==> src/rtl/panel_init_pkg.sv <==
package panel_init_pkg;

   localparam int FRAME_BITS = 24;
   localparam int INIT_LEN   = 38;
   localparam logic [7:0] IDX_LEAD = 8'h74;
   localparam logic [7:0] VAL_LEAD = 8'h76;

   typedef struct packed {
      logic [7:0]  addr;
      logic [15:0] value;
      logic [7:0]  pause_ms;
   } init_step_t;

   function automatic init_step_t init_step(input int unsigned n);
      init_step_t s;
      case (n)
         0:  s = '{8'h07, 16'h0000, 8'd0};
         1:  s = '{8'h13, 16'h0000, 8'd10};
         2:  s = '{8'h11, 16'h3004, 8'd0};
         3:  s = '{8'h14, 16'h200F, 8'd0};
         4:  s = '{8'h10, 16'h1A20, 8'd0};
         5:  s = '{8'h13, 16'h0040, 8'd50};
         6:  s = '{8'h13, 16'h0060, 8'd0};
         7:  s = '{8'h13, 16'h0070, 8'd200};
         8:  s = '{8'h01, 16'h0127, 8'd0};
         9:  s = '{8'h02, 16'h0700, 8'd0};
         10: s = '{8'h03, 16'h1030, 8'd0};
         11: s = '{8'h08, 16'h0208, 8'd0};
         12: s = '{8'h0B, 16'h0620, 8'd0};
         13: s = '{8'h0C, 16'h0110, 8'd0};
         14: s = '{8'h30, 16'h0120, 8'd0};
         15: s = '{8'h31, 16'h0127, 8'd0};
         16: s = '{8'h32, 16'h0000, 8'd0};
         17: s = '{8'h33, 16'h0503, 8'd0};
         18: s = '{8'h34, 16'h0727, 8'd0};
         19: s = '{8'h35, 16'h0124, 8'd0};
         20: s = '{8'h36, 16'h0706, 8'd0};
         21: s = '{8'h37, 16'h0701, 8'd0};
         22: s = '{8'h38, 16'h0F00, 8'd0};
         23: s = '{8'h39, 16'h0F00, 8'd0};
         24: s = '{8'h40, 16'h0000, 8'd0};
         25: s = '{8'h41, 16'h0000, 8'd0};
         26: s = '{8'h42, 16'h013F, 8'd0};
         27: s = '{8'h43, 16'h0000, 8'd0};
         28: s = '{8'h44, 16'h013F, 8'd0};
         29: s = '{8'h45, 16'h0000, 8'd0};
         30: s = '{8'h46, 16'hEF00, 8'd0};
         31: s = '{8'h47, 16'h013F, 8'd0};
         32: s = '{8'h48, 16'h0000, 8'd0};
         33: s = '{8'h07, 16'h0015, 8'd30};
         34: s = '{8'h07, 16'h0017, 8'd0};
         35: s = '{8'h20, 16'h0000, 8'd0};
         36: s = '{8'h21, 16'h0000, 8'd0};
         37: s = '{8'h22, 16'h0000, 8'd0};
         default: s = '0;
      endcase
      return s;
   endfunction

   function automatic logic [FRAME_BITS-1:0] idx_word(input logic [7:0] addr);
      return {IDX_LEAD, 8'h00, addr};
   endfunction

   function automatic logic [FRAME_BITS-1:0] val_word(input logic [15:0] value);
      return {VAL_LEAD, value};
   endfunction

endpackage

==> src/rtl/pis_frame_tx.sv <==
module pis_frame_tx #(
   parameter int HALF_DIV = 4,
   parameter int NBITS    = 24
) (
   input  logic             clk_i,
   input  logic             rst_ni,
   input  logic             go_i,
   input  logic [NBITS-1:0] word_i,
   output logic             sclk_o,
   output logic             mosi_o,
   output logic             cs_no,
   output logic             fin_o
);
   localparam int CW = $clog2(HALF_DIV + 1);
   localparam int BW = $clog2(NBITS);

   if (HALF_DIV < 1) begin : g_bad_div
      $error("pis_frame_tx: HALF_DIV must be at least 1");
   end
   if (NBITS < 2) begin : g_bad_bits
      $error("pis_frame_tx: NBITS must be at least 2");
   end

   typedef enum logic [1:0] {TX_IDLE, TX_SHIFT, TX_GAP} tx_st_t;

   tx_st_t           st;
   logic [CW-1:0]    hcnt;
   logic [BW-1:0]    bcnt;
   logic [NBITS-1:0] shreg;

   always_ff @(posedge clk_i or negedge rst_ni) begin
      if (!rst_ni) begin
         st    <= TX_IDLE;
         hcnt  <= '0;
         bcnt  <= '0;
         shreg <= '0;
         sclk_o <= 1'b0;
         cs_no <= 1'b1;
         fin_o <= 1'b0;
      end else begin
         fin_o <= 1'b0;
         case (st)
            TX_IDLE: begin
               if (go_i) begin
                  shreg <= word_i;
                  cs_no <= 1'b0;
                  hcnt  <= '0;
                  bcnt  <= '0;
                  st    <= TX_SHIFT;
               end
            end
            TX_SHIFT: begin
               if (hcnt == CW'(HALF_DIV - 1)) begin
                  hcnt   <= '0;
                  sclk_o <= ~sclk_o;
                  if (sclk_o) begin
                     if (bcnt == BW'(NBITS - 1)) begin
                        cs_no <= 1'b1;
                        st    <= TX_GAP;
                     end else begin
                        shreg <= {shreg[NBITS-2:0], 1'b0};
                        bcnt  <= bcnt + 1'b1;
                     end
                  end
               end else begin
                  hcnt <= hcnt + 1'b1;
               end
            end
            default: begin
               if (hcnt == CW'(HALF_DIV - 1)) begin
                  hcnt  <= '0;
                  fin_o <= 1'b1;
                  st    <= TX_IDLE;
               end else begin
                  hcnt <= hcnt + 1'b1;
               end
            end
         endcase
      end
   end

   assign mosi_o = shreg[NBITS-1] & ~cs_no;

endmodule

==> src/rtl/pis_ms_timer.sv <==
module pis_ms_timer #(
   parameter int TICK_CYCLES = 200000,
   parameter int CNT_W       = 8
) (
   input  logic             clk_i,
   input  logic             rst_ni,
   input  logic             go_i,
   input  logic [CNT_W-1:0] ms_i,
   output logic             fin_o
);
   localparam int PW = $clog2(TICK_CYCLES);

   if (TICK_CYCLES < 2) begin : g_bad_tick
      $error("pis_ms_timer: TICK_CYCLES must be at least 2");
   end

   logic             run;
   logic [PW-1:0]    pre;
   logic [CNT_W-1:0] rem;

   always_ff @(posedge clk_i or negedge rst_ni) begin
      if (!rst_ni) begin
         run   <= 1'b0;
         pre   <= '0;
         rem   <= '0;
         fin_o <= 1'b0;
      end else begin
         fin_o <= 1'b0;
         if (go_i) begin
            run <= 1'b1;
            pre <= '0;
            rem <= ms_i;
         end else if (run) begin
            if (pre == PW'(TICK_CYCLES - 1)) begin
               pre <= '0;
               if (rem <= CNT_W'(1)) begin
                  run   <= 1'b0;
                  fin_o <= 1'b1;
               end else begin
                  rem <= rem - 1'b1;
               end
            end else begin
               pre <= pre + 1'b1;
            end
         end
      end
   end

endmodule

==> src/rtl/panel_init_seq.sv <==
module panel_init_seq
   import panel_init_pkg::*;
#(
   parameter int SCLK_HALF_DIV  = 4,
   parameter int MS_TICK_CYCLES = 200000,
   parameter int RST_HIGH_MS    = 100,
   parameter int RST_LOW_MS     = 20,
   parameter int RST_SETTLE_MS  = 20,
   parameter int MS_W           = 8
) (
   input  logic clk_i,
   input  logic rst_ni,
   input  logic start_i,
   output logic sclk_o,
   output logic mosi_o,
   output logic cs_no,
   output logic panel_rst_no,
   output logic panel_en_o,
   output logic busy_o,
   output logic done_o
);
   localparam int ENT_W  = $clog2(INIT_LEN);
   localparam int MS_MAX = (1 << MS_W) - 1;

   if (MS_W < 8) begin : g_bad_msw
      $error("panel_init_seq: MS_W must hold an 8-bit table pause");
   end
   if (RST_HIGH_MS < 1 || RST_HIGH_MS > MS_MAX ||
       RST_LOW_MS < 1 || RST_LOW_MS > MS_MAX ||
       RST_SETTLE_MS < 1 || RST_SETTLE_MS > MS_MAX) begin : g_bad_rst
      $error("panel_init_seq: reset phase lengths must lie in 1..2**MS_W-1");
   end

   typedef enum logic [2:0] {
      SQ_IDLE, SQ_RHOLD, SQ_RLOW, SQ_RSETTLE, SQ_LAUNCH, SQ_IDX, SQ_VAL, SQ_PAUSE
   } sq_st_t;

   sq_st_t                 st;
   logic [ENT_W-1:0]       ent;
   logic                   tx_go;
   logic [FRAME_BITS-1:0]  tx_word;
   logic                   tx_fin;
   logic                   tm_go;
   logic [MS_W-1:0]        tm_ms;
   logic                   tm_fin;
   init_step_t             cur;

   assign cur = init_step(32'(ent));

   pis_frame_tx #(.HALF_DIV(SCLK_HALF_DIV), .NBITS(FRAME_BITS)) tx_i (
      .clk_i (clk_i), .rst_ni (rst_ni), .go_i (tx_go), .word_i (tx_word),
      .sclk_o (sclk_o), .mosi_o (mosi_o), .cs_no (cs_no), .fin_o (tx_fin)
   );

   pis_ms_timer #(.TICK_CYCLES(MS_TICK_CYCLES), .CNT_W(MS_W)) tm_i (
      .clk_i (clk_i), .rst_ni (rst_ni), .go_i (tm_go), .ms_i (tm_ms),
      .fin_o (tm_fin)
   );

   always_ff @(posedge clk_i or negedge rst_ni) begin
      if (!rst_ni) begin
         st           <= SQ_IDLE;
         ent          <= '0;
         tx_go        <= 1'b0;
         tx_word      <= '0;
         tm_go        <= 1'b0;
         tm_ms        <= '0;
         panel_rst_no <= 1'b1;
         panel_en_o   <= 1'b0;
         done_o       <= 1'b0;
      end else begin
         tx_go  <= 1'b0;
         tm_go  <= 1'b0;
         done_o <= 1'b0;
         case (st)
            SQ_IDLE: if (start_i) begin
               panel_rst_no <= 1'b1;
               panel_en_o   <= 1'b0;
               ent          <= '0;
               tm_ms        <= MS_W'(RST_HIGH_MS);
               tm_go        <= 1'b1;
               st           <= SQ_RHOLD;
            end
            SQ_RHOLD: if (tm_fin) begin
               panel_rst_no <= 1'b0;
               tm_ms        <= MS_W'(RST_LOW_MS);
               tm_go        <= 1'b1;
               st           <= SQ_RLOW;
            end
            SQ_RLOW: if (tm_fin) begin
               panel_rst_no <= 1'b1;
               tm_ms        <= MS_W'(RST_SETTLE_MS);
               tm_go        <= 1'b1;
               st           <= SQ_RSETTLE;
            end
            SQ_RSETTLE: if (tm_fin) st <= SQ_LAUNCH;
            SQ_LAUNCH: begin
               tx_word <= idx_word(cur.addr);
               tx_go   <= 1'b1;
               st      <= SQ_IDX;
            end
            SQ_IDX: if (tx_fin) begin
               tx_word <= val_word(cur.value);
               tx_go   <= 1'b1;
               st      <= SQ_VAL;
            end
            SQ_VAL: if (tx_fin) begin
               if (cur.pause_ms != 8'd0) begin
                  tm_ms <= MS_W'(cur.pause_ms);
                  tm_go <= 1'b1;
                  st    <= SQ_PAUSE;
               end else if (ent == ENT_W'(INIT_LEN - 1)) begin
                  panel_en_o <= 1'b1;
                  done_o     <= 1'b1;
                  st         <= SQ_IDLE;
               end else begin
                  ent <= ent + 1'b1;
                  st  <= SQ_LAUNCH;
               end
            end
            default: if (tm_fin) begin
               if (ent == ENT_W'(INIT_LEN - 1)) begin
                  panel_en_o <= 1'b1;
                  done_o     <= 1'b1;
                  st         <= SQ_IDLE;
               end else begin
                  ent <= ent + 1'b1;
                  st  <= SQ_LAUNCH;
               end
            end
         endcase
      end
   end

   assign busy_o = (st != SQ_IDLE);

endmodule

==> config.mk <==
export PLATFORM = sky130hd
export DESIGN_NAME = panel_init_seq
export DESIGN_NICKNAME = d
export VERILOG_FILES = /design/src/rtl/panel_init_pkg.sv /design/src/rtl/pis_frame_tx.sv /design/src/rtl/pis_ms_timer.sv /design/src/rtl/panel_init_seq.sv
export SDC_FILE = /design/constraint.sdc
export NUM_CORES = 1
export LEC_CHECK = 0
export CAP_MARGIN = 20
export CELL_PAD_IN_SITES_DETAIL_PLACEMENT = 0
export CELL_PAD_IN_SITES_GLOBAL_PLACEMENT = 2
export CORE_UTILIZATION = 32
export CTS_CLUSTER_DIAMETER = 120
export DETAILED_ROUTE_END_ITERATION = 10
export PLACE_DENSITY = 0.77
export SYNTH_ARGS = -nofsm -noshare
export SYNTH_HDL_FRONTEND = slang
export SYNTH_SLANG_ARGS = --single-unit
==> constraint.sdc <==
create_clock -name clk_i -period 2.51 [get_ports clk_i]
set_input_delay 0.502 -clock clk_i [delete_from_list [all_inputs] [get_ports clk_i]]
set_output_delay 0.502 -clock clk_i [all_outputs]
set_load 0.01 [all_outputs]
; Word-level counts from Yosys, hierarchy flattened
; Memory sizes are Yosys's and may differ from the RTL's.
; Cells that the tools add are included.
[totals]
register_bits = 111
mem_bits_ro = 1856
input_bits = 3
output_inout_bits = 7
elab_cells = 170
n_memories = 1
[classes]
addsub = 5
magnitude_cmp = 1
eq_ne = 26
n_mux = 86
bitwise_logic = 4
reduce_logical = 27
[mem_list]
columns = memory, depth, word_bits, rd, rd_ports_with_merged_regs, wr, line_no
row1 = (name not given), 64, 29, 1, 0, 0, panel_init_pkg.sv:16  ; case (n)
[ops]
columns = operator, n
row1 = $mux W24, 5
row2 = $pmux W24 S2, 2
row3 = $mux W8, 8
row4 = $mux W18, 3
row5 = $mux W3, 12
row6 = $mux W1, 31
row7 = $mux W6, 5
row8 = $reduce_and A5 Y1, 5
row9 = $pmux W8 S3, 1
row10 = $pmux W3 S7, 1
row11 = $mux W5, 4
row12 = $add A18 B1 Y18 const B, 1
row13 = $eq A18 B18 Y1 const B, 1
row14 = $ne A2 B1 Y1 const B, 9
row15 = $pmux W6 S3, 1
row16 = $ne A2 B2 Y1 const B, 6
row17 = $reduce_bool A3 Y1, 4
row18 = $mux W2, 5
row19 = $pmux W5 S2, 1
row20 = $reduce_bool A2 Y1, 5
row21 = $eq A3 B2 Y1 const B, 3
row22 = $eq A3 B3 Y1 const B, 3
row23 = $pmux W1 S3, 3
row24 = $le A8 B1 Y1 const B, 1
row25 = other kinds (23), 29

; Longest topological paths before layout
[logic_depth]
depth_word = 5
ltp_mapped = 9
depth_no_buf = 8

; Hierarchy
; Synthesis repeated with hierarchy kept, for this count alone.
[unflattened]
cells_unflattened = 612
hier_area_um2 = 5766.8
[by_module_without_submodules]
columns = mod, n_inst, cells_per_inst, area_each_um2, seq_area_each_um2
row1 = panel_init_seq, 1, 291, 2506.2, 927.1
row2 = pis_frame_tx, 1, 152, 1711.6, 927.1
row3 = pis_ms_timer, 1, 169, 1549.0, 700.7

; Worst setup path before layout
; OpenSTA, ideal clock, no wires.
[synth_timing]
path_kind = reg-to-reg
from = reg ent[0]
to = reg tm_ms[4]
setup_ps = 125
t_arrival_ps = 2059
required_ps = 2385
path_slack_ps = 327
path_stages_with_launch = 9
n_path_buf = 0
period_less_slack_ps = 2183
cell_sequence = dfrtp_1 > ha_1 > ha_1 > a211oi_1 > nor2b_1 > and3_1 > o21ba_2 > inv_1 > mux2_2
[synth_between]
elab_chain_cells = 4
elab_cells_between_ends = 7
cone_classes = eq/ne: 1 / mux: 3 / reduce/logical: 2 / memory: 1
[synth_lines]
columns = element, line_no
row1 = start: declaration, panel_init_seq.sv:39  ; logic [ENT_W-1:0] ent;
row2 = start signal: assignment, panel_init_seq.sv:117  ; ent <= ent + 1'b1;
row3 = start signal: assignment, panel_init_seq.sv:127  ; ent <= ent + 1'b1;
row4 = $mem_v2 Z64 W29 *, n/a
row5 = $reduce_bool A8 Y1 / $mux W8 (equally long branches), panel_init_seq.sv:108  ; if (cur.pause_ms != 8'd0) begin
row6 = $ne A2 B2 Y1 (no line) / $mux W8 (equally long branches), n/a
row7 = $reduce_and A5 Y1 (no line) / $pmux W8 S3 (equally long branches), n/a
row8 = end signal: assignment, panel_init_seq.sv:86  ; tm_ms <= MS_W'(RST_LOW_MS);
row9 = end signal: assignment, panel_init_seq.sv:92  ; tm_ms <= MS_W'(RST_SETTLE_MS);
row10 = end signal: assignment, panel_init_seq.sv:109  ; tm_ms <= MS_W'(cur.pause_ms);
row11 = end: declaration, panel_init_seq.sv:44  ; logic [MS_W-1:0] tm_ms;
; Mark *: on every way between the ends. The rest lies on a longest branch, timed or not. The select of a mux whose other input is x is not followed.
; A chain may end at the register's enable or synchronous reset.

; Worst setup path in the final report
[layout_timing]
from = reg tm_i.pre[0]
to = reg tm_i.rem[7]
[layout_between]
elab_chain_cells = 3
[layout_lines]
columns = element, line_no
row1 = start: declaration, pis_ms_timer.sv:18  ; logic [PW-1:0] pre;
row2 = start signal: assignment, pis_ms_timer.sv:43  ; pre <= pre + 1'b1;
row3 = $eq A18 B18 Y1, pis_ms_timer.sv:34  ; if (pre == PW'(TICK_CYCLES - 1)) begin
row4 = $reduce_bool A2 Y1 (no line), n/a
row5 = $reduce_and A3 Y1 (no line), n/a
row6 = end signal: assignment, pis_ms_timer.sv:32  ; rem <= ms_i;
row7 = end signal: assignment, pis_ms_timer.sv:40  ; rem <= rem - 1'b1;
row8 = end: declaration, pis_ms_timer.sv:19  ; logic [CNT_W-1:0] rem;
; No other way between the ends.

==> results.md <==
- Tightest Pin Transition: a little under 0.7 ns
- Post-Synth XOR/XNOR Area: 3.36%
- Grt ovf: 0
- Total of max-cap violations: 0
- IO Pins: 10
- Syn Area/Cell: 9.11 um^2
- Post-synthesis adder-cell area fraction: approximately 3.5%
- Most used routing layer in global routing: met2
- Clock-pin slew on the worst setup and hold paths: 0.08 ns
- Initial antenna violation count: 0
- Die width: about 140 um
- Commonest non-fill, non-tap cells in the layout: dfrtp_1 (100), nand2_1 (82), nor2_1 (50)
- Clock power frac: between 40 and 50%
- Clk sinks: slightly above 100
- CTS tree: yes
- Most common cell after layout, fill and taps aside: dfrtp_1
- N_diodes: 0
- Via density: 5.39
- Ys async rst share: between 90% and 100%
- Syn_nets: about 650
- Critical Path Sink Type: flop
- Sw frac: between 20% and 30%
- Share of layout cells above drive strength 1: between 10% and 20%
- Simple-gate share of the synthesized area: between 20% and 30%
- Final setup TNS: 0 ns
- Fmax: slightly above 0.4 GHz
- EDFF count, synth: 0
- Met1 usage: a little under a quarter
- Sw Pwr: roughly 0.8 mW
- CTS max path bufs: 2
- Nets: between 600 and 700
- Period Utilization, post-route: 96.4%
- Placed wire-length estimate: 9.69 mm
- Yosys top cell area share: between 40% and 50%
- Largest family of logic cells by synthesized area: simple AND/OR/NAND/NOR gates
- Pleak: around 2.8 nW
- Met2 Use GR: 25.0%
- Largest area contributor in the netlist: dfrtp_1
- GRT Util Overall: around 16%
- Vias in the first global route: 4588
- DR DRC count: 0
- Hold Buf Count CTS: 0
- Flops & latches, synth: between 100 and 150
- Worst skew pair latency: roughly 0.35 ns
- Met3 usage: under 10%
- Final clock skew: 0.00986 ns
- Area growth from synthesis to layout: 13.0%
- Mapped Cells: 630
- I/O Buffers: 9
- DR iter-0 viols: 330
- Sequential area share after synthesis: between 40 and 50%
- WP data arrival: 2.69 ns
- Depth of the CTS H-tree: 3
- Final setup margin: 0.0908 ns
- CTS root buf: clkbuf_16
- DIE AREA: ~18000 um^2
- Detailed-route via count: between 4000 and 5000
- Unique masters post-synth: 71
- Pre-CTS WS: just under 0.09 ns
- Cell Pwr Density: ~500 nW/um^2
- Initial cell density of the core: between 30 and 40%
- HP Class: in2async
- Comb pwr share: under 10%
- ANT nets after route: 0
- Num CTS Buffers: 9
- Critical path type: reg2reg
- Run status: complete, no violations
- Critical Path RT: 2.79 ns
- Internal Power: about 2.4 mW
- Compound-Gate Fraction of Synth Area: 17.8%
- Top post-synthesis cells by area: dfrtp_1 (44%), nand2_1 (5.4%), o21ai_0 (4.0%), ha_1 (3.5%), nor2_1 (3.3%)
- Largest net degree at the start of global routing: 57
- First-pass GRT wire length: about 23 mm
- Core area: 17400 um^2
- Slew headroom: 54.9%
- Final setup vio count: 0
- Setup crit start kind: flop
- Chip height: about 140 um
- Pre-Repair DR Iteration Count: 5
- Max Slew Vio Count: 0
- Num rows: 48
- Register share of total power: between 50% and 60%
- Worst vdd ir: a little over 300 uV
- Crit-path max FO: 7
- Final Critical Period: around 2.4 ns
- WL final: approximately 14 mm
- Synth warnings: 0
- Fin. Hold Viols: 0
- Synth Flop Type: dfrtp_1
- Mux contribution to synthesized area: 4.36%
- Netlist Area Pre-Place: roughly 5700 um^2
- Routability Congestion: approximately 0.84
- Wire per inst: roughly 16 um
- RSZ-0062 raised after global routing: false
==> flip-flops by register name, indices dropped and copies added (netlist names), 2 cells and up <==
name        flops
tm_i.pre       18
ent             6
tm_ms           7
tx_i.hcnt       3
tx_i.bcnt       5
tx_i.shreg     24
tx_word        16
tx_i.st         2
tm_i.rem        8
st              3
==> final cells by class <==
cell class,count,area [um^2]
inverter,23,86.3
fill,1786,10900
timing repair buffer,39,325
sequential,102,2550
clock buffer,9,225
clock inverter,7,55.1
tap,225,282
multi-input combinational,467,2960
==> routing by layer <==
layer | wire [um] | vias up
met5 | 0 | -
met4 | 192 | 0
met3 | 483 | 15
met2 | 6390 | 93
met1 | 6650 | 2309
li1 | - | 2285
==> power by group through the flow <==
stage	sequential (mW)	clock, mW	combinational [mW]
detailed placement	1.77	0	0.167
global route	1.75	1.47	0.193
finish	1.74	1.35	0.164
floorplan	1.76	0	0.105
CTS	1.74	1.41	0.169
global placement	1.77	0	0.164
==> path summary, 6_finish.rpt <==
| path | from | end | slack, ns | cells past startpoint |
|---|---|---|---|---|
| min reg2reg | tx_word[21] | tx_word[21] | 0.47 | 1 |
| max reg2reg | tm_i.pre[0] | tm_i.rem[7] | 0.09 | 7 |
| max in group asynchronous | rst_ni | tx_i.cs_no | 1.77 | 2 |
| max | tm_i.pre[0] | tm_i.rem[7] | 0.09 | 7 |
| min | rst_ni | ent[2] | 0.03 | 1 |
| min in group clk_i | tx_word[21] | tx_word[21] | 0.47 | 1 |
==> cells in the mapped netlist, drive strengths merged, types with 4 or more instances <==
cell type / count
nor4: 8
a22o: 7
a21oi: 26
or3: 4
inv: 22
nand4: 12
a211oi: 6
clkbuf: 31
buf: 7
nand3: 24
o211ai: 10
and3: 7
and2: 7
a31oi: 11
nor2b: 10
ha: 16
o31ai: 4
nand2b: 12
nand2: 83
mux2i: 16
nor3: 14
o22ai: 4
xnor2: 10
mux2: 6
o21ai: 46
dfrtp: 100
nor2: 50
xor2: 12
nand3b: 6
==> cells by family (layout without fill, tap and decap cells) <==
| kind of cell | Yosys count | after routing |
|---|---|---|
| and+or+nand+nor | 253 | 253 |
| DFF | 102 | 102 |
| AOI/OAI and AO/OA | 153 | 153 |
| muxes | 23 | 23 |
| xor gates and xnor gates | 22 | 22 |
| buffers and inverters | 61 | 78 |
| adders and majority gates | 16 | 16 |
==> critical path, cell delays in order (launching register included) <==
cell and delay (ns):
dfrtp_1 0.40, ha_1 0.22, or4bb_1 0.55, nor4_4 0.26, buf_4 0.18, nand4_4 0.16, or3_1 0.39, a31oi_1 0.18
==> metrics by stage <==
stage / power, mW / utilization (%) / instances / hold WS (ns) / area, um^2
floorplan: 1.86 / - / 630 / 0.206 / 5740
global placement: 1.93 / 35.6 / 855 / 0.427 / 6200
detailed placement: 1.94 / 35.6 / 855 / 0.428 / 6200
CTS: 3.32 / 37.2 / 871 / 0.0428 / 6480
global route: 3.41 / 37.3 / 872 / 0.0504 / 6490
finish: 3.25 / 37.3 / 872 / 0.0321 / 6490
==> what timing repair did <==
action | in CTS | in global routing
endpoints found under the setup margin | 0 | 17
setup buffers | 0 | 1
gates resized for setup | 0 | 2
(Power assumes the default switching activity.)
